$ cat src/rtl/pps_pkg.sv
package pps_pkg;

    typedef struct packed {
        logic core_pd;
        logic clamp_early;
        logic clamp;
    } pad_ctl_t;

    localparam pad_ctl_t PADS_ASSERTED = 3'b111;
    localparam pad_ctl_t PADS_RELEASED = 3'b000;

    typedef enum logic [2:0] {
        ST_IDLE,
        ST_UP_GAP1,
        ST_UP_GAP2,
        ST_DN_GAP1,
        ST_DN_GAP2
    } seq_state_e;

    typedef enum logic [1:0] {
        OP_NONE,
        OP_ACQUIRE,
        OP_RELEASE
    } op_e;

    // Pulses are dropped while busy; a request wins over a same-cycle release.
    function automatic op_e decode_op(input logic acq, input logic rel, input logic busy);
        if (busy) return OP_NONE;
        if (acq)  return OP_ACQUIRE;
        if (rel)  return OP_RELEASE;
        return OP_NONE;
    endfunction

    function automatic int unsigned timer_width(input int unsigned gap);
        return (gap > 1) ? $clog2(gap) : 1;
    endfunction

endpackage

$ cat src/rtl/pps_user_count.sv
module pps_user_count #(
    parameter int unsigned USER_W = 4
) (
    input  logic clk,
    input  logic rst,
    input  logic inc,
    input  logic dec,
    output logic is_zero,
    output logic is_one
);
    localparam logic [USER_W-1:0] CNT_MAX = '1;
    localparam logic [USER_W-1:0] CNT_ONE = USER_W'(1);

    logic [USER_W-1:0] users_q;

    always_ff @(posedge clk) begin
        if (rst) begin
            users_q <= '0;
        end else if (inc && users_q != CNT_MAX) begin
            users_q <= users_q + CNT_ONE;
        end else if (dec && users_q != '0) begin
            users_q <= users_q - CNT_ONE;
        end
    end

    assign is_zero = (users_q == '0);
    assign is_one  = (users_q == CNT_ONE);

endmodule

$ cat src/rtl/pps_gap_timer.sv
module pps_gap_timer #(
    parameter int unsigned GAP_CYCLES = 12500
) (
    input  logic clk,
    input  logic rst,
    input  logic load,
    output logic expired
);
    localparam int unsigned TW = pps_pkg::timer_width(GAP_CYCLES);
    localparam logic [TW-1:0] LOAD_VAL = TW'(GAP_CYCLES - 1);

    logic [TW-1:0] remain_q;

    always_ff @(posedge clk) begin
        if (rst) begin
            remain_q <= '0;
        end else if (load) begin
            remain_q <= LOAD_VAL;
        end else if (remain_q != '0) begin
            remain_q <= remain_q - TW'(1);
        end
    end

    assign expired = (remain_q == '0);

endmodule

$ cat src/rtl/pps_step_fsm.sv
module pps_step_fsm
    import pps_pkg::*;
(
    input  logic     clk,
    input  logic     rst,
    input  logic     acq,
    input  logic     rel,
    input  logic     cnt_zero,
    input  logic     cnt_one,
    input  logic     gap_done,
    output logic     cnt_inc,
    output logic     cnt_dec,
    output logic     gap_load,
    output pad_ctl_t pads,
    output logic     busy,
    output logic     ack,
    output logic     warn
);
    seq_state_e state_q, state_d;
    pad_ctl_t   pads_q, pads_d;
    logic       ack_q, ack_d;
    logic       warn_q, warn_d;
    op_e        op;

    assign busy = (state_q != ST_IDLE);
    assign op   = decode_op(acq, rel, busy);

    always_comb begin
        state_d  = state_q;
        pads_d   = pads_q;
        ack_d    = 1'b0;
        warn_d   = 1'b0;
        cnt_inc  = 1'b0;
        cnt_dec  = 1'b0;
        gap_load = 1'b0;
        unique case (state_q)
            ST_IDLE: begin
                if (op == OP_ACQUIRE) begin
                    cnt_inc = 1'b1;
                    if (cnt_zero) begin
                        pads_d.clamp = 1'b0;
                        gap_load     = 1'b1;
                        state_d      = ST_UP_GAP1;
                    end else begin
                        ack_d = 1'b1;
                    end
                end else if (op == OP_RELEASE) begin
                    if (cnt_zero) begin
                        warn_d = 1'b1;
                    end else begin
                        cnt_dec = 1'b1;
                        if (cnt_one) begin
                            pads_d.core_pd = 1'b1;
                            gap_load       = 1'b1;
                            state_d        = ST_DN_GAP1;
                        end else begin
                            ack_d = 1'b1;
                        end
                    end
                end
            end
            ST_UP_GAP1: begin
                if (gap_done) begin
                    pads_d.clamp_early = 1'b0;
                    gap_load           = 1'b1;
                    state_d            = ST_UP_GAP2;
                end
            end
            ST_UP_GAP2: begin
                if (gap_done) begin
                    pads_d.core_pd = 1'b0;
                    ack_d          = 1'b1;
                    state_d        = ST_IDLE;
                end
            end
            ST_DN_GAP1: begin
                if (gap_done) begin
                    pads_d.clamp_early = 1'b1;
                    gap_load           = 1'b1;
                    state_d            = ST_DN_GAP2;
                end
            end
            ST_DN_GAP2: begin
                if (gap_done) begin
                    pads_d.clamp = 1'b1;
                    ack_d        = 1'b1;
                    state_d      = ST_IDLE;
                end
            end
            default: state_d = ST_IDLE;
        endcase
    end

    always_ff @(posedge clk) begin
        if (rst) begin
            state_q <= ST_IDLE;
            pads_q  <= PADS_ASSERTED;
            ack_q   <= 1'b0;
            warn_q  <= 1'b0;
        end else begin
            state_q <= state_d;
            pads_q  <= pads_d;
            ack_q   <= ack_d;
            warn_q  <= warn_d;
        end
    end

    assign pads = pads_q;
    assign ack  = ack_q;
    assign warn = warn_q;

endmodule

$ cat src/rtl/pad_pwr_seq.sv
module pad_pwr_seq #(
    parameter int unsigned GAP_CYCLES = 12500,
    parameter int unsigned USER_W     = 4
) (
    input  logic       clk,
    input  logic       rst,
    input  logic       req_i,
    input  logic       rel_i,
    output logic       busy_o,
    output logic       ack_o,
    output logic       warn_o,
    output logic [2:0] pad_ctl_o
);
    import pps_pkg::*;

    logic     cnt_inc, cnt_dec, cnt_zero, cnt_one;
    logic     gap_load, gap_done;
    pad_ctl_t pads;

    pps_user_count #(.USER_W(USER_W)) u_count (
        .clk     (clk),
        .rst     (rst),
        .inc     (cnt_inc),
        .dec     (cnt_dec),
        .is_zero (cnt_zero),
        .is_one  (cnt_one)
    );

    pps_gap_timer #(.GAP_CYCLES(GAP_CYCLES)) u_timer (
        .clk     (clk),
        .rst     (rst),
        .load    (gap_load),
        .expired (gap_done)
    );

    pps_step_fsm u_fsm (
        .clk      (clk),
        .rst      (rst),
        .acq      (req_i),
        .rel      (rel_i),
        .cnt_zero (cnt_zero),
        .cnt_one  (cnt_one),
        .gap_done (gap_done),
        .cnt_inc  (cnt_inc),
        .cnt_dec  (cnt_dec),
        .gap_load (gap_load),
        .pads     (pads),
        .busy     (busy_o),
        .ack      (ack_o),
        .warn     (warn_o)
    );

    assign pad_ctl_o = pads;

endmodule

$ cat config.mk
export PLATFORM = sky130hd
export DESIGN_NAME = pad_pwr_seq
export DESIGN_NICKNAME = d
export VERILOG_FILES = /design/src/rtl/pps_pkg.sv /design/src/rtl/pps_user_count.sv /design/src/rtl/pps_gap_timer.sv /design/src/rtl/pps_step_fsm.sv /design/src/rtl/pad_pwr_seq.sv
export SDC_FILE = /design/constraint.sdc
export NUM_CORES = 1
export LEC_CHECK = 0
export BUFFER_PORTS_ARGS = -buffer_cell sky130_fd_sc_hd__buf_4
export CORE_UTILIZATION = 50
export CTS_CLUSTER_SIZE = 24
export DETAILED_ROUTE_END_ITERATION = 8
export MAX_ROUTING_LAYER = met4
export PLACE_DENSITY = 0.68
export REMOVE_ABC_BUFFERS = 1
export SLEW_MARGIN = 20
export SYNTH_ARGS = -nofsm -noshare
export SYNTH_HDL_FRONTEND = slang
export SYNTH_SLANG_ARGS = --single-unit
$ cat constraint.sdc
create_clock -name clk -period 6.1 [get_ports clk]
set_clock_uncertainty 0.2 [all_clocks]
set_input_delay 0.305 -clock clk [delete_from_list [all_inputs] [get_ports clk]]
set_output_delay 0.305 -clock clk [all_outputs]
set_load 0.005 [all_outputs]
==> results of run 1 <==
[per-layer routing]
| metal | track usage [%] | vias up |
|---|---|---|
| li1 | - | 614 |
| met1 | 25.00 | 592 |
| met2 | 34.08 | 20 |
| met3 | 2.093 | 2 |
| met4 | 4.286 | 0 |
| met5 | - | - |
[worst max-delay path by stage]
stage	start	end	slack, ns	cells past startpoint
floorplan	u_timer.remain_q[0]	u_timer.remain_q[0]	3.74	6
global placement	u_timer.remain_q[0]	u_timer.remain_q[1]	3.61	6
detailed placement	u_timer.remain_q[0]	u_timer.remain_q[0]	3.51	6
CTS	u_timer.remain_q[0]	u_timer.remain_q[0]	3.47	6
global route	u_timer.remain_q[1]	u_fsm.state_q[1]	3.29	6
finish	u_timer.remain_q[0]	u_fsm.state_q[1]	3.46	6
[registers in the layout, summed over array words and instances, names as in the netlist]
| register | flops |
|---|---|
| u_count.users_q | 4 |
| u_fsm.state_q | 3 |
| u_fsm.pads | 3 |
| u_timer.remain_q | 14 |
| u_fsm.warn | 1 |
| u_fsm.ack | 1 |
[stage by stage]
step                      total power [W]  utilization [%]
after floorplan                 0.0005941                -
after global placement          0.0006753            54.65
after detailed placement        0.0006907            54.65
after CTS                       0.0007791            55.97
after global routing            0.0008397            55.97
final                           0.0007796            55.97
[cell usage in the layout, fill, tap and decap left out, types with 4 or more instances in the layout]
cell	instances
a21oi_1	17
a31oi_1	4
buf_4	9
dfxtp_1	26
ha_1	4
inv_1	8
mux2_2	4
nand2_1	7
nand3_1	6
nor2_1	9
nor2b_1	4
nor3_1	8
o21ai_0	5
o31ai_1	4
[power breakdown]
part / total (W) / internal [W] / switching (W)
registers: 0.000294 / 0.000225 / 0.0000691
logic: 0.000398 / 0.000173 / 0.000225
clock network: 0.0000875 / 0.0000364 / 0.0000511
total: 0.000780 / 0.000435 / 0.000345
[cell type report]
class / instances / area share, %
multi-input combinational: 119 / 54.70
sequential: 26 / 34.01
timing repair buffer: 9 / 4.415
tap: 31 / 2.535
inverter: 8 / 1.962
clock buffer: 4 / 2.371
[kinds of logic (layout without fill, tap and decap cells)]
group	Yosys count	in the layout	share of synthesized area [%]
and+or+nand+nor	60	60	26.02
xor gates and xnor gates	1	1	0.6072
adders and majority gates	4	4	3.469
AOI/OAI and AO/OA	47	47	22.72
muxes	7	7	5.204
buffers and inverters	17	21	5.898
DFF	26	26	36.08
[Yosys cell counts (2+ instances only)]
cell | count | area [µm²]
dfxtp_1 | 26 | 520.5
a21oi_1 | 17 | 85.08
nor2_1 | 9 | 33.78
inv_1 | 8 | 30.03
nor3_1 | 8 | 40.04
nand2_1 | 7 | 26.28
nand3_1 | 6 | 30.03
o21ai_0 | 5 | 25.02
a31oi_1 | 4 | 25.02
ha_1 | 4 | 50.05
mux2_2 | 4 | 45.04
nor2b_1 | 4 | 25.02
o31ai_1 | 4 | 30.03
clkbuf_1 | 3 | 11.26
mux2i_1 | 3 | 30.03
nand2b_1 | 3 | 18.77
nor4b_1 | 3 | 26.28
o211ai_1 | 3 | 22.52
or3_1 | 3 | 18.77
a22oi_1 | 2 | 15.01
and3_1 | 2 | 12.51
buf_2 | 2 | 10.01
buf_6 | 2 | 22.52
nor4_1 | 2 | 12.51
o41ai_1 | 2 | 17.52
or3_2 | 2 | 15.01
or4_1 | 2 | 15.01
or4_4 | 2 | 22.52
[worst register-to-register path, delay by kind of cell, from the launching register on]
kind,cells,cell delay [ns]
compound gates,2,0.52
fa+ha+maj,1,0.21
flops,1,0.37
simple gates,2,1.19
buf+inv,1,0.07
==> results.txt, run 1 <==
status: complete, no violations
Final WS setup: 3.458 ns
Worst-Margin Slew: 0.7323 ns
peak supply drop: 0.3238 mV
WL met3: 84 µm
Slew Limit Fails: 0
DR WL/cell: 14.72 µm
RSZ-0062 raised after global routing: false
# resized after CTS: 0
vias in the first global route: 1,157
synth unique cells: 48
TritonCTS clock tree: built
Longest Clk Path Bufs: 2
Hold-fix buffers, CTS: 0
area of the multi-input gates: 837.1 µm²
min-delay worst type: in -> reg
placed insts: 193
CP Max Fanout: 12
DIE WIDTH: 55.72 µm
drt first pass iters: 4
Synth Cell Area: 1443 µm²
EDFF count, synth: 0
crit path DAT: 2.66 ns
worst endpoint required time: 6.12 ns
Crit Path Category: reg -> reg
final setup fails: 0
Ys Warns: 0
Num CTS Buffers: 3
Post-Syn Area per Cell: 8.905 µm²
H-tree depth: 1
Fill cells: 248
Cell Chain, Critical Path: inv_1 > ha_1 > or4b_1 > nor4_4 > a21oi_1 > a2111oi_2
Crit path buffers/inverters: 1
Total GRT Usage: 19.74%
WHS: 0.09498 ns
P&R area growth vs syn: 6.071%
worst r2r path cells: 6
overall die height: 55.72 µm
flop-to-flop setup slack: 3.46 ns
Final Hold Fails: 0
Syn Inst Count: 162
vias per inst: 6.234
Pleak: 0.5777 nW
critical path's slowest cell: nor4_4
metal2 WL: 1415 µm
sequential area share after synthesis: 36.08%
WL final: 2900 µm
Hold Path Sink: u_timer.remain_q[1]
grt ovf: 0
Residual DRC: 0
Ant. Diodes: 0
asr flop ratio synth: 0%
Tmin final: 2.642 ns
die area: 3104 µm²
Setup Fix Bufs, Post-CTS: 0
Via Count: 1,228
Setup TNS Final: 0 ns
CP peak stage delay: 0.60 ns
FF-to-FF Start: u_timer.remain_q[0]
clock sinks: 26
pre-CTS setup slack: 3.508 ns
Max-Cap Viols: 0
final worst-path cycle share: 43.32%
pwr/cell area: 509.5 nW/µm²
max_slew headroom: 50.49%
final RePlAce weighted congestion: 0.8448
largest net degree at the start of global routing: 20
share of post-route cells with drive strength above 1: 16.87%
initial antenna violation count: 0
CP endpoint kind: flop
maximum clock rate: 378.4 MHz
CTS root buffer: clkbuf_4
largest delay contributor family on the critical path: simple AND/OR/NAND/NOR gates
crit start category: flop
DP Area: 1494 µm²
Worst-Skew Late Latency: 0.31 ns
I/O pins: 10
final instance area: 1530 µm²
Top FF cell, synth: dfxtp_1
top layer in use: met4
initial DRC count: 36
Seq cells post-synth: 26
Final ANT Viol Nets: 0
final net count: 175
fin cells: 197
Post-Route M1 WL: 1380 µm
core area: 2734 µm²
Rows: 19
register area: 520.5 µm²
WHS Path Cells: 2
initial core utilization: 52.77%
clock transition at the registers of the reported paths: 0.14 ns
r2r endpoint: u_fsm.state_q[1]
I/O Buffers: 9
first-pass GRT wire length: 4899 µm
DP Wirelength: 2103 µm
HP Start: rst
(Power assumes the default switching activity.)
==> run 2, diff against run 1 <==
Settings changed: ABC_AREA from default to 1, PLACE_DENSITY 0.68 to 0.7.
Clock period 6.1 ns to 2.29 ns, I/O delays scaled along.
==> run 2 against run 1 <==
  * Setup slack worse by 3.2 ns
  * Global-route usage increased by 2.9 points
  * Final area rose by 18%
  * Sequential power increased to 2.6 times the previous value
  * Flip-flop and latch count did not move
  * Critical endpoint is now u_timer.remain_q[4]
  * Via count grew 23%
  * Non-clock buffer count up 3
  * First-iteration DRC count up 86%
  * Wire length grew 16%
==> results.txt, run 2 <==
status: complete, no violations (unchanged)
WHS Path Cells: 2 (unchanged)
Residual DRC: 0 (unchanged)
first-pass GRT wire length: 5899 µm (was 4899 µm)
overall die height: 58.95 µm (was 55.72 µm)
Num CTS Buffers: 3 (unchanged)
Synth area leader: dfxtp_1 (unchanged)
final worst-path cycle share: 86.94% (was 43.32%)
Ant. Diodes: 0 (unchanged)
max_slew headroom: 71.50% (was 50.49%)
drt first pass iters: 4 (unchanged)
final net count: 263 (was 175)
final setup fails: 0 (unchanged)
met2 usage: 39.29% (was 34.08%)
EDFF count, synth: 0 (unchanged)
Crit. path cell count: 9 (was 6)
Ys Warns: 0 (unchanged)
Largest register FFs: 14 (unchanged)
critical path's slowest cell: dfxtp_1 (was nor4_4)
clock sinks: 26 (unchanged)
RSZ-0062 raised after global routing: false (unchanged)
commonest non-fill, non-tap cells in the layout: nand2_1 (43), nor2_1 (36), dfxtp_1 (26) (was dfxtp_1 (26), a21oi_1 (17), nor2_1 (9), buf_4 (9))
initial core utilization: 53.11% (was 52.77%)
DR WL/cell: 11.24 µm (was 14.72 µm)
Top FF cell, synth: dfxtp_1 (unchanged)
peak supply drop: 0.6808 mV (was 0.3238 mV)
CP peak stage delay: 0.36 ns (was 0.60 ns)
Synth top cells by count: nand2_1 (43), nor2_1 (36), dfxtp_1 (26) (was dfxtp_1 (26), a21oi_1 (17), nor2_1 (9))
top cells by area, synth: dfxtp_1 (32%), nand2_1 (10%), nor2_1 (8.3%), nand3_1 (5.6%), inv_1 (5.6%) (was dfxtp_1 (36%), a21oi_1 (5.9%), ha_1 (3.5%), mux2_2 (3.1%), nor3_1 (2.8%))
TritonCTS clock tree: built (unchanged)
Pleak: 0.8354 nW (was 0.5777 nW)
Setup TNS Final: 0 ns (unchanged)
placed insts: 291 (was 193)
grt met3 use: 2.637% (was 2.093%)
CTS root buffer: clkbuf_4 (unchanged)
H-tree depth: 1 (unchanged)
Longest Clk Path Bufs: 2 (unchanged)
Final Hold Fails: 0 (unchanged)
final RePlAce weighted congestion: 0.8623 (was 0.8448)
GR peak layer: met2 (unchanged)
WL final: 3351 µm (was 2900 µm)
final instance area: 1810 µm² (was 1530 µm²)
grt ovf: 0 (unchanged)
Fill cells: 314 (was 248)
biggest regs: u_timer.remain_q (14), u_count.users_q (4) (unchanged)
DIE WIDTH: 58.95 µm (was 55.72 µm)
vias per inst: 5.054 (was 6.234)
Max-Cap Viols: 0 (unchanged)
share of post-route cells with drive strength above 1: 20.08% (was 16.87%)
DP Area: 1728 µm² (was 1494 µm²)
worst endpoint required time: 2.33 ns (was 6.12 ns)
P&R area growth vs syn: 11.65% (was 6.071%)
I/O Buffers: 9 (unchanged)
Crit path buffers/inverters: 2 (was 1)
CP endpoint kind: flop (unchanged)
CP Max Fanout: 12 (unchanged)
core area: 3053 µm² (was 2734 µm²)
Biggest register: u_timer.remain_q (unchanged)
synth unique cells: 28 (was 48)
clock transition at the registers of the reported paths: 0.15 ns (was 0.14 ns)
Seq cells post-synth: 26 (unchanged)
Worst-Margin Slew: 0.4263 ns (was 0.7323 ns)
largest delay contributor family on the critical path: simple AND/OR/NAND/NOR gates (unchanged)
maximum clock rate: 502.3 MHz (was 378.4 MHz)
Total GRT Usage: 22.68% (was 19.74%)
DP Wirelength: 2538 µm (was 2103 µm)
Tmin final: 1.991 ns (was 2.642 ns)
Worst-Skew Late Latency: 0.33 ns (was 0.31 ns)
Syn Inst Count: 241 (was 162)
die area: 3475 µm² (was 3104 µm²)
Total Power: 0.002766 W (was 0.0007796 W)
asr flop ratio synth: 0% (unchanged)
Slew Limit Fails: 0 (unchanged)
fin cells: 298 (was 197)
min-delay worst type: reg -> reg (was in -> reg)
I/O pins: 10 (unchanged)
Synth Cell Area: 1622 µm² (was 1443 µm²)
initial DRC count: 67 (was 36)
most common cell after layout, fill and taps aside: nand2_1 (was dfxtp_1)
Crit Path Category: reg -> reg (unchanged)
pwr/cell area: 1528 nW/µm² (was 509.5 nW/µm²)
WHS: 0.2985 ns (was 0.09498 ns)
Rows: 20 (was 19)
crit start category: flop (unchanged)
Via Count: 1,506 (was 1,228)
sequential area share after synthesis: 32.10% (was 36.08%)
Post-Syn Area per Cell: 6.728 µm² (was 8.905 µm²)
crit path DAT: 2.03 ns (was 2.66 ns)
Cell Chain, Critical Path: inv_1 > ha_1 > nand2_2 > nor2_4 > nand3_1 > nand3_1 > nand2_1 > nand2_1 > inv_1 (was inv_1 > ha_1 > or4b_1 > nor4_4 > a21oi_1 > a2111oi_2)
Final ANT Viol Nets: 0 (unchanged)
largest net degree at the start of global routing: 16 (was 20)
leading cell type by number of instances after synthesis: nand2_1 (was dfxtp_1)
vias in the first global route: 1,383 (was 1,157)
met1 Use GR: 27.73% (was 25.00%)
Synth top area share: 32.10% (was 36.08%)
initial antenna violation count: 0 (unchanged)
worst r2r path cells: 9 (was 6)
-- run 2: cells by family after synthesis --
family | synth area share [%]
AOI/OAI and AO/OA | 11.19
xor gates and xnor gates | 3.241
buffers and inverters | 8.488
DFF | 32.10
and+or+nand+nor | 41.90
adders and majority gates | 3.087
-- run 2: path summary, 6_finish.rpt --
| check | from | to | slack [ns] |
|---|---|---|---|
| setup / recovery | u_timer.remain_q[0] | u_timer.remain_q[4] | 0.30 |
| hold / removal | u_fsm.pads[1] | u_fsm.pads[1] | 0.30 |
| setup reg to reg | u_timer.remain_q[0] | u_timer.remain_q[4] | 0.30 |
| hold reg to reg | u_fsm.pads[1] | u_fsm.pads[1] | 0.30 |
-- run 2: final cells by class --
type	instances	area [µm²]	area share [%]
Sequential cell	26	520.5	28.75
Timing Repair Buffer	12	97.59	5.390
Inverter	32	121.4	6.703
Clock buffer	3	22.52	1.244
Tap cell	44	55.05	3.041
Multi-Input combinational cell	180	963.4	53.21
Clock inverter	1	30.03	1.659
-- run 2: tightest hold or removal path, delay by kind of cell (launching register included) --
family / cells / cell delay [ns]
simple gates: 1 / 0.07
compound gates: 1 / 0.07
flops: 1 / 0.34
-- run 2: metrics by stage --
stage | utilization, % | setup WS, ns
6_report | 59.30 | 0.2992
5_1_grt | 59.30 | 0.06697
4_1_cts | 59.30 | 0.2829
3_5_place_dp | 56.60 | 0.3212
3_3_place_gp | 56.60 | 0.4121
2_1_floorplan | - | 0.6115
-- run 2: power breakdown --
part           switching, W  internal [W]  total (W)
Clock              0.000140      0.000177   0.000317
Sequential         0.000159      0.000619   0.000778
Combinational       0.00108      0.000594    0.00167
-- run 2: layer usage --
layer,part of all wire (%),up-vias
met2,49,30
met5,0,-
li1,-,798
met1,46,674
met4,1.2,0
met3,3.3,4
-- run 2: timing repair --
item	CTS	global route
setup endpoints to repair	0	0
buffers inserted	0	0
hold endpoints to repair	12	0
gates resized for setup	0	0
hold buffers	3	0
